[src/rtl/ctl_lines_pkg.sv]
package ctl_lines_pkg;
    localparam int AW     = 4;
    localparam int DW     = 8;
    localparam int NPORTS = 2;

    localparam logic [AW-1:0] ADDR_PB      = 4'h0;
    localparam logic [AW-1:0] ADDR_PA      = 4'h1;
    localparam logic [AW-1:0] ADDR_LCR     = 4'hC;
    localparam logic [AW-1:0] ADDR_FLAGS   = 4'hD;
    localparam logic [AW-1:0] ADDR_PA_BYP  = 4'hF;

    typedef enum logic [2:0] {
        M_IN_FALL     = 3'b000,
        M_IN_FALL_IND = 3'b001,
        M_IN_RISE     = 3'b010,
        M_IN_RISE_IND = 3'b011,
        M_OUT_HS      = 3'b100,
        M_OUT_PULSE   = 3'b101,
        M_OUT_LOW     = 3'b110,
        M_OUT_HIGH    = 3'b111
    } l2_mode_e;
endpackage

[src/rtl/line_sync.sv]
module line_sync #(
    parameter int W      = 4,
    parameter int STAGES = 2
) (
    input  logic         clk,
    input  logic         rst_n,
    input  logic [W-1:0] d_in,
    output logic [W-1:0] d_out
);
    logic [W-1:0] st_d [STAGES];
    logic [W-1:0] st_q [STAGES];

    always_comb begin
        st_d[0] = d_in;
        for (int i = 1; i < STAGES; i++) st_d[i] = st_q[i-1];
    end

    always_ff @(posedge clk) begin
        for (int i = 0; i < STAGES; i++) begin
            if (!rst_n) st_q[i] <= '0;
            else        st_q[i] <= st_d[i];
        end
    end

    assign d_out = st_q[STAGES-1];
endmodule

[src/rtl/ctl_pair.sv]
module ctl_pair
    import ctl_lines_pkg::*;
#(
    parameter bit START_ON_READ = 1'b1
) (
    input  logic       clk,
    input  logic       rst_n,
    input  logic       l1_s,
    input  logic       l2_s,
    input  logic       l1_rise,
    input  logic [2:0] mode,
    input  logic       acc_main,
    input  logic       acc_rd,
    input  logic       clr_l1,
    input  logic       clr_l2,
    output logic       flag_l1,
    output logic       flag_l2,
    output logic       l2_out,
    output logic       l2_oe
);
    typedef struct packed {
        logic l1_prev;
        logic l2_prev;
        logic f1;
        logic f2;
        logic hs;
    } pair_t;

    pair_t st_d, st_q;
    logic  e1, e2, is_in, indep, start;

    always_comb begin
        start = acc_main && (START_ON_READ ? acc_rd : !acc_rd);
        is_in = !mode[2];
        indep = is_in && mode[0];
        e1    = l1_rise ? (l1_s && !st_q.l1_prev) : (!l1_s && st_q.l1_prev);
        e2    = is_in && (mode[1] ? (l2_s && !st_q.l2_prev) : (!l2_s && st_q.l2_prev));

        st_d         = st_q;
        st_d.l1_prev = l1_s;
        st_d.l2_prev = l2_s;
        st_d.f1      = e1 || (st_q.f1 && !acc_main && !clr_l1);
        st_d.f2      = e2 || (st_q.f2 && !(acc_main && !indep) && !clr_l2);
        case (mode)
            M_OUT_HS: begin
                if (start)   st_d.hs = 1'b0;
                else if (e1) st_d.hs = 1'b1;
            end
            M_OUT_PULSE: st_d.hs = !start;
            default:     st_d.hs = 1'b1;
        endcase
    end

    always_ff @(posedge clk) begin
        if (!rst_n) st_q <= '{l1_prev: 1'b0, l2_prev: 1'b0, f1: 1'b0, f2: 1'b0, hs: 1'b1};
        else        st_q <= st_d;
    end

    assign flag_l1 = st_q.f1;
    assign flag_l2 = st_q.f2;
    assign l2_oe   = mode[2];
    assign l2_out  = (mode == M_OUT_LOW)  ? 1'b0 :
                     (mode == M_OUT_HIGH) ? 1'b1 : st_q.hs;


    edge_sets_flag_chk: assert property (@(posedge clk) disable iff (!rst_n)
        e1 |=> flag_l1);


    access_clears_chk: assert property (@(posedge clk) disable iff (!rst_n)
        (acc_main && !e1) |=> !flag_l1);


    indep_hold_chk: assert property (@(posedge clk) disable iff (!rst_n)
        (indep && flag_l2 && !clr_l2) |=> flag_l2);


    hs_hold_chk: assert property (@(posedge clk) disable iff (!rst_n)
        (mode == M_OUT_HS && !l2_out && !e1) |=> (!l2_out || mode != M_OUT_HS));


    pulse_one_chk: assert property (@(posedge clk) disable iff (!rst_n)
        (mode == M_OUT_PULSE && !start && !l2_out) |=> (l2_out || mode != M_OUT_PULSE));
endmodule

[src/rtl/ctl_lines.sv]
module ctl_lines
    import ctl_lines_pkg::*;
(
    input  logic          clk,
    input  logic          rst_n,
    input  logic          acc_en,
    input  logic          acc_wr,
    input  logic [AW-1:0] acc_addr,
    input  logic [DW-1:0] acc_wdata,
    output logic [DW-1:0] rd_data,
    input  logic          a1_in,
    input  logic          a2_in,
    input  logic          b1_in,
    input  logic          b2_in,
    output logic          a2_out,
    output logic          a2_oe,
    output logic          b2_out,
    output logic          b2_oe,
    output logic [3:0]    line_flags
);
    localparam int NLINES = 2 * NPORTS;

    typedef struct packed {
        logic [DW-1:0] lcr;
    } top_t;

    top_t st_d, st_q;

    logic [NLINES-1:0] raw_in, sync_in;
    logic [NPORTS-1:0] f1, f2, out2, oe2, acc_main;
    logic              flag_wr;

    assign raw_in  = {b2_in, b1_in, a2_in, a1_in};
    assign flag_wr = acc_en && acc_wr && (acc_addr == ADDR_FLAGS);
    assign acc_main[0] = acc_en && (acc_addr == ADDR_PA);
    assign acc_main[1] = acc_en && (acc_addr == ADDR_PB);

    line_sync #(.W(NLINES), .STAGES(2)) u_sync (
        .clk  (clk),
        .rst_n(rst_n),
        .d_in (raw_in),
        .d_out(sync_in)
    );

    always_comb begin
        st_d = st_q;
        if (acc_en && acc_wr && (acc_addr == ADDR_LCR)) st_d.lcr = acc_wdata;
    end

    always_ff @(posedge clk) begin
        if (!rst_n) st_q <= '0;
        else        st_q <= st_d;
    end

    for (genvar p = 0; p < NPORTS; p++) begin : g_port
        ctl_pair #(.START_ON_READ(p == 0)) u_pair (
            .clk     (clk),
            .rst_n   (rst_n),
            .l1_s    (sync_in[2*p]),
            .l2_s    (sync_in[2*p+1]),
            .l1_rise (st_q.lcr[4*p]),
            .mode    (st_q.lcr[4*p+3 : 4*p+1]),
            .acc_main(acc_main[p]),
            .acc_rd  (!acc_wr),
            .clr_l1  (flag_wr && acc_wdata[3*p+1]),
            .clr_l2  (flag_wr && acc_wdata[3*p]),
            .flag_l1 (f1[p]),
            .flag_l2 (f2[p]),
            .l2_out  (out2[p]),
            .l2_oe   (oe2[p])
        );
    end

    always_comb begin
        rd_data = '0;
        if (acc_en && !acc_wr) begin
            case (acc_addr)
                ADDR_LCR:   rd_data = st_q.lcr;
                ADDR_FLAGS: rd_data = {3'b000, f1[1], f2[1], 1'b0, f1[0], f2[0]};
                default:    rd_data = '0;
            endcase
        end
    end

    assign a2_out     = out2[0];
    assign a2_oe      = oe2[0];
    assign b2_out     = out2[1];
    assign b2_oe      = oe2[1];
    assign line_flags = {f1[1], f2[1], f1[0], f2[0]};


    lcr_load_chk: assert property (@(posedge clk) disable iff (!rst_n)
        (acc_en && acc_wr && acc_addr == ADDR_LCR) |=> (st_q.lcr == $past(acc_wdata)));


    bypass_keeps_chk: assert property (@(posedge clk) disable iff (!rst_n)
        (acc_en && acc_addr == ADDR_PA_BYP && line_flags[1]) |=> line_flags[1]);
endmodule

[config.mk]
export PLATFORM = sky130hd
export DESIGN_NAME = ctl_lines
export DESIGN_NICKNAME = d
export VERILOG_FILES = /design/src/rtl/ctl_lines_pkg.sv /design/src/rtl/line_sync.sv /design/src/rtl/ctl_pair.sv /design/src/rtl/ctl_lines.sv
export SDC_FILE = /design/constraint.sdc
export NUM_CORES = 1
export LEC_CHECK = 0
export CELL_PAD_IN_SITES_DETAIL_PLACEMENT = 1
export CELL_PAD_IN_SITES_GLOBAL_PLACEMENT = 1
export CORE_MARGIN = 2
export CORE_UTILIZATION = 30
export CTS_CLUSTER_DIAMETER = 120
export CTS_CLUSTER_SIZE = 16
export DETAILED_ROUTE_END_ITERATION = 8
export PLACE_DENSITY_LB_ADDON = 0.1
export SYNTH_ARGS = -nofsm -noshare
export SYNTH_HDL_FRONTEND = slang
export SYNTH_SLANG_ARGS = --single-unit
[constraint.sdc]
create_clock -name clk -period 2.3 [get_ports clk]
set_clock_uncertainty 0.15 [all_clocks]
set_input_delay 0.69 -clock clk [delete_from_list [all_inputs] [get_ports clk]]
set_output_delay 0.69 -clock clk [all_outputs]
set_load 0.03 [all_outputs]
# Word level (Yosys, flattened, before mapping)
# Memories as Yosys holds them, arrays and structs flattened.
# Cells that the tools add are included.
# op_classes
n_eq_ne	13
bitwise_logic	2
n_reduce_logical	62
shift	0
mux	20
order_cmp	0
div_mod_pow	0
add_sub_neg	0
mul	0
# ops
cell	count
1-bit logical AND	34
3-bit equality test, second input constant	8
1-bit logical NOT	23
8-bit case mux with 2 select lines	1
1-bit two-way mux	14
4-bit equality test, second input constant	2
4-bit two-way mux	2
8-bit two-way mux	1
3-bit by 1-bit inequality test with 1-bit output, second input constant	2
4-bit by 1-bit equality test with 1-bit output, second input constant	1
4-bit logical NOT	1
1-bit logical OR	4
1-bit case mux with 2 select lines	2
1-bit OR	2
# word_totals
latch_bits	0
word_cells	109
ramBits	8
reg_bits	18
mem_bits_ro	0
n_memories	1
out_inout_bits	16
inputBits	20
# memory_table
name	words	word_bits	read_ports	rd_clocked_by_memory_dff	wr	line_no	rtl
u_sync.st_q	2	4	2	0	2	line_sync.sv:11	logic [W-1:0] st_q [STAGES];

# Longest topological paths before layout
# logic_depth
word_depth	8
depth_mapped	5

# By module
# From an unflattened synthesis, not the netlist that was laid out.
# unflattened
hier_cells	131
hier_area_um2	1202.4
# by_module_without_submodules
module	cells_each	instances	seq_area_each_um2	area_per_inst_um2
ctl_lines	63	1	160.2	510.5
ctl_pair (g_port[1].u_pair)	26	1	100.1	242.7
ctl_pair (g_port[0].u_pair)	26	1	100.1	239.0
line_sync	16	1	160.2	210.2

# Least setup slack after synthesis
# No wires, ideal clock.
# synth_timing
path_type	input-to-output
start	input acc_addr[0]
end	output rd_data[7]
required_ns	1.460
path_buffers	2
slack_ns	-0.760
path_stages	4
t_arrival_ns	2.220
path_cell_list	buf_2 > or2_2 > buf_2 > nor4_1
# synth_between
elab_chain_len	3
word_cells_on_any_way	4
# synth_rtl
element	line_no	rtl
start, declared	ctl_lines.sv:8	input logic [AW-1:0] acc_addr,
4-bit equality test	ctl_lines.sv:77	case (acc_addr)
8-bit case mux with 2 select lines *	ctl_lines.sv:77	
8-bit two-way mux *	ctl_lines.sv:76	if (acc_en && !acc_wr) begin
end, declared	ctl_lines.sv:10	output logic [DW-1:0] rd_data,
# Every way passes the cells marked *; elsewhere a longest branch is shown, timed or not.

# Final worst setup path
# layout_timing
start	input acc_addr[0]
end	output rd_data[5]
# Same word-level chain as after synthesis.

==> key figures <==
Status
  – Status: finished, violations left
  – Violated checks: negative setup slack

Critical path
  – Arrival time worst endpoint: 1580 ps
  – RR Startpoint: st_q[4]$_SDFFE_PN0P_
  – Critical-path cell list: buf_6 -> or2_4 -> nor3_4 -> and2_4 -> buf_6
  – Crit-path slowest cell: or2_4
  – Worst path required time: 1460 ps
  – CP startpoint kind: primary input
  – Path type of the worst setup path: in2out
  – Critical path buffers and inverters: 2
  – Critical Path Start: acc_addr[0]
  – CP Capture Type: primary output
  – Critical path's top delay family: simple AND/OR/NAND/NOR gates
  – Max incr delay on CP: 270 ps
  – Most used cell, CP: buf_6
  – Max FO, Critical Path: 3

Final layout
  – Final Cell Area: 1909 µm²
  – Fin nets: 208
  – Fill cells: 437
  – Final Util: 48.43%
  – Antenna diodes: 0
  – Area grow syn2layout: 58.46%
  – Share of layout cells above drive strength 1: 29.41%

STA
  – Fmax achieved: 0.4136 GHz
  – Slew Viols, Final: 0
  – Max-slew headroom: 78.67%
  – Hold Fails Final Rpt: 0
  – Unrepaired setup endpoints after global routing: yes
  – Tightest Pin Transition: 318.8 ps
  – Setup-failing EPs final: 8
  – Minimum clock period after layout: 2418 ps
  – Post-route setup slack: -118.1 ps
  – Final period utilization: 105.1%
  – TNS Setup: -584.6 ps

Min path
  – Hold Startpoint: u_sync.st_q[0][3]$_SDFF_PN0_
  – Hold crit path type: reg2reg

CTS
  – Clk sinks: 26
  – CTS buffer count: 3
  – CTS max path bufs: 2
  – Root Driver: clkbuf_8
  – CTS clk-pin slew, worst paths: 90 ps
  – CTS tree: built
  – Clock latency at the later pin of the worst-skew pair: 270 ps
  – Number of H-tree levels: 1

Routing
  – Wire per inst: 15.84 µm
  – Vias per Instance: 4.962
  – Final WL: 3755 µm
  – DR vias: 1176
  – DRT iter0 DRCs: 39
  – DRT antenna net count: 0
  – Post-route DRC: 0
  – Drt first pass iters: 4

Logic synthesis
  – Yosys Warn Count: 0
  – Synthesized area: 1205 µm²
  – Sequential area share after synthesis: 43.20%
  – Synth cell types: 31
  – Post-Synthesis Cells: 137
  – Synthesis-stage register bit count: 26
  – Synth Net Count: 157
  – Syn avg cell area: 8.795 µm²

Placed design
  – Dpl cell area: 1777 µm²
  – GPL Wtd Cong: 0.8045
  – Port Buf Inserts: 35
  – DP HPWL: 2735 µm

Floorplanning
  – I/O Pins: 36
  – Area of the core: 3943 µm²
  – Die X: 67.38 µm
  – Chip height: 67.38 µm
  – DIE AREA: 4539 µm²
  – # rows: 23
  – Initial core utilization: 30.56%

Global routing
  – Vias in the first global route: 1279
  – Grt ovf: 0
  – Gr usage total: 18.04%
  – Largest net degree at the start of global routing: 26
  – Initial antenna violation count: 0
  – First-pass GRT wire length: 6058 µm

Power
  – Worst vdd ir: 0.3357 mV
  – Pleak: 0.7273 nW
  – PwrDens: 468.9 nW/µm²

Flow run
  – Max-Cap Viols: 0
==> repair_timing <==
item,in CTS,in global routing
setup buffers,1,0
pin swaps,7,7
hold buffers,0,0
endpoints found under the setup margin,11,8
gates resized for setup,44,2
==> cell usage after synthesis (all sizes together) <==
cell | count | area share [%]
nand3b | 1 | 0.62
nor4 | 1 | 0.52
a211o | 2 | 1.5
a41o | 2 | 1.7
a31oi | 2 | 1.0
nand2b | 4 | 2.1
or3 | 1 | 0.52
and3b | 2 | 1.5
or2 | 1 | 0.52
buf | 7 | 3.7
nor2b | 1 | 0.52
dfxtp | 26 | 43
mux2i | 4 | 3.3
nor3b | 3 | 1.9
and2 | 15 | 7.8
or4 | 2 | 1.2
nor2 | 5 | 1.6
clkbuf | 5 | 1.6
and4 | 1 | 0.73
inv | 2 | 0.62
nor3 | 1 | 0.41
o22ai | 2 | 1.0
o21a | 2 | 1.2
mux2 | 2 | 1.9
o21ai | 8 | 3.3
nand3 | 14 | 5.8
nand2 | 10 | 3.1
a21boi | 8 | 5.0
nand4 | 1 | 0.52
a32o | 2 | 1.7
==> per-stage QoR <==
step	instances	total power [mW]	hold slack (ps)	setup slack, ps
5_1_grt	237	0.9351	311.2	-135.6
3_5_place_dp	232	0.6013	275.7	-633.2
3_3_place_gp	232	0.5982	264.2	-551.0
4_1_cts	237	0.9060	298.2	-179.6
2_1_floorplan	137	0.5296	261.9	-160.1
6_report	237	0.8952	291.5	-118.1
==> kinds of logic (layout without fill, tap and decap cells) <==
group / Yosys count / count (layout) / share of synthesized area [%]
AND/OR/NAND/NOR: 63 / 63 / 29.29
AO/OA/AOI/OAI: 28 / 28 / 16.41
flip-flops: 26 / 26 / 43.20
buffers and inverters: 14 / 64 / 5.919
multiplexers: 6 / 6 / 5.192
==> final timing paths <==
check	endpoint	slack, ps	cells after the start
max reg2reg	g_port[1].u_pair.st_q[0]$_SDFFE_PN1P_	730	3
min reg2reg	u_sync.st_q[1][3]$_SDFF_PN0_	290	1
max	rd_data[5]	-120	5
min	u_sync.st_q[1][3]$_SDFF_PN0_	290	1
==> routing by layer <==
layer	global-route usage [%]	up-vias	wire length, µm
met1	21.12	562	1630
li1	-	580	-
met4	5.867	0	48
met3	2.667	6	138
met2	33.42	28	1937
met5	0	-	0
==> registers in the layout, indices dropped and copies added (netlist names) <==
signal / flops
g_port.u_pair.flag_l1: 2
g_port.u_pair.flag_l2: 2
st_q: 8
g_port.u_pair.st_q: 6
u_sync.st_q: 8
==> power by group <==
part           switching [mW]  total (mW)  leakage, nW  internal, mW
Clock                   0.142       0.295       0.0288         0.153
Sequential            0.00583       0.468        0.212         0.462
Combinational          0.0573       0.133        0.487        0.0756
==> placed cells by master, fill, tap and decap left out, types with 3 or more instances in the layout <==
cell	Yosys	layout
dlygate4sd2_1	0	3
buf_6	0	12
nand2b_1	4	4
and2_4	0	3
nand2_1	10	10
nand3_1	14	13
nor3b_1	3	3
and2_1	15	12
clkdlybuf4s50_1	0	18
buf_4	4	20
dfxtp_1	26	26
mux2i_1	4	4
clkbuf_8	0	4
nor2_4	0	4
o21ai_0	8	8
a21boi_0	8	8
==> final cells by class <==
cell class	count	area [µm²]	share of cell area [%]
tap	50	62.56	3.277
clock buffer	4	55.05	2.883
inverter	2	7.507	0.3932
multi-input combinational	97	696.9	36.50
sequential	26	520.5	27.26
timing repair buffer	58	566.8	29.69
(Power assumes the default switching activity.)
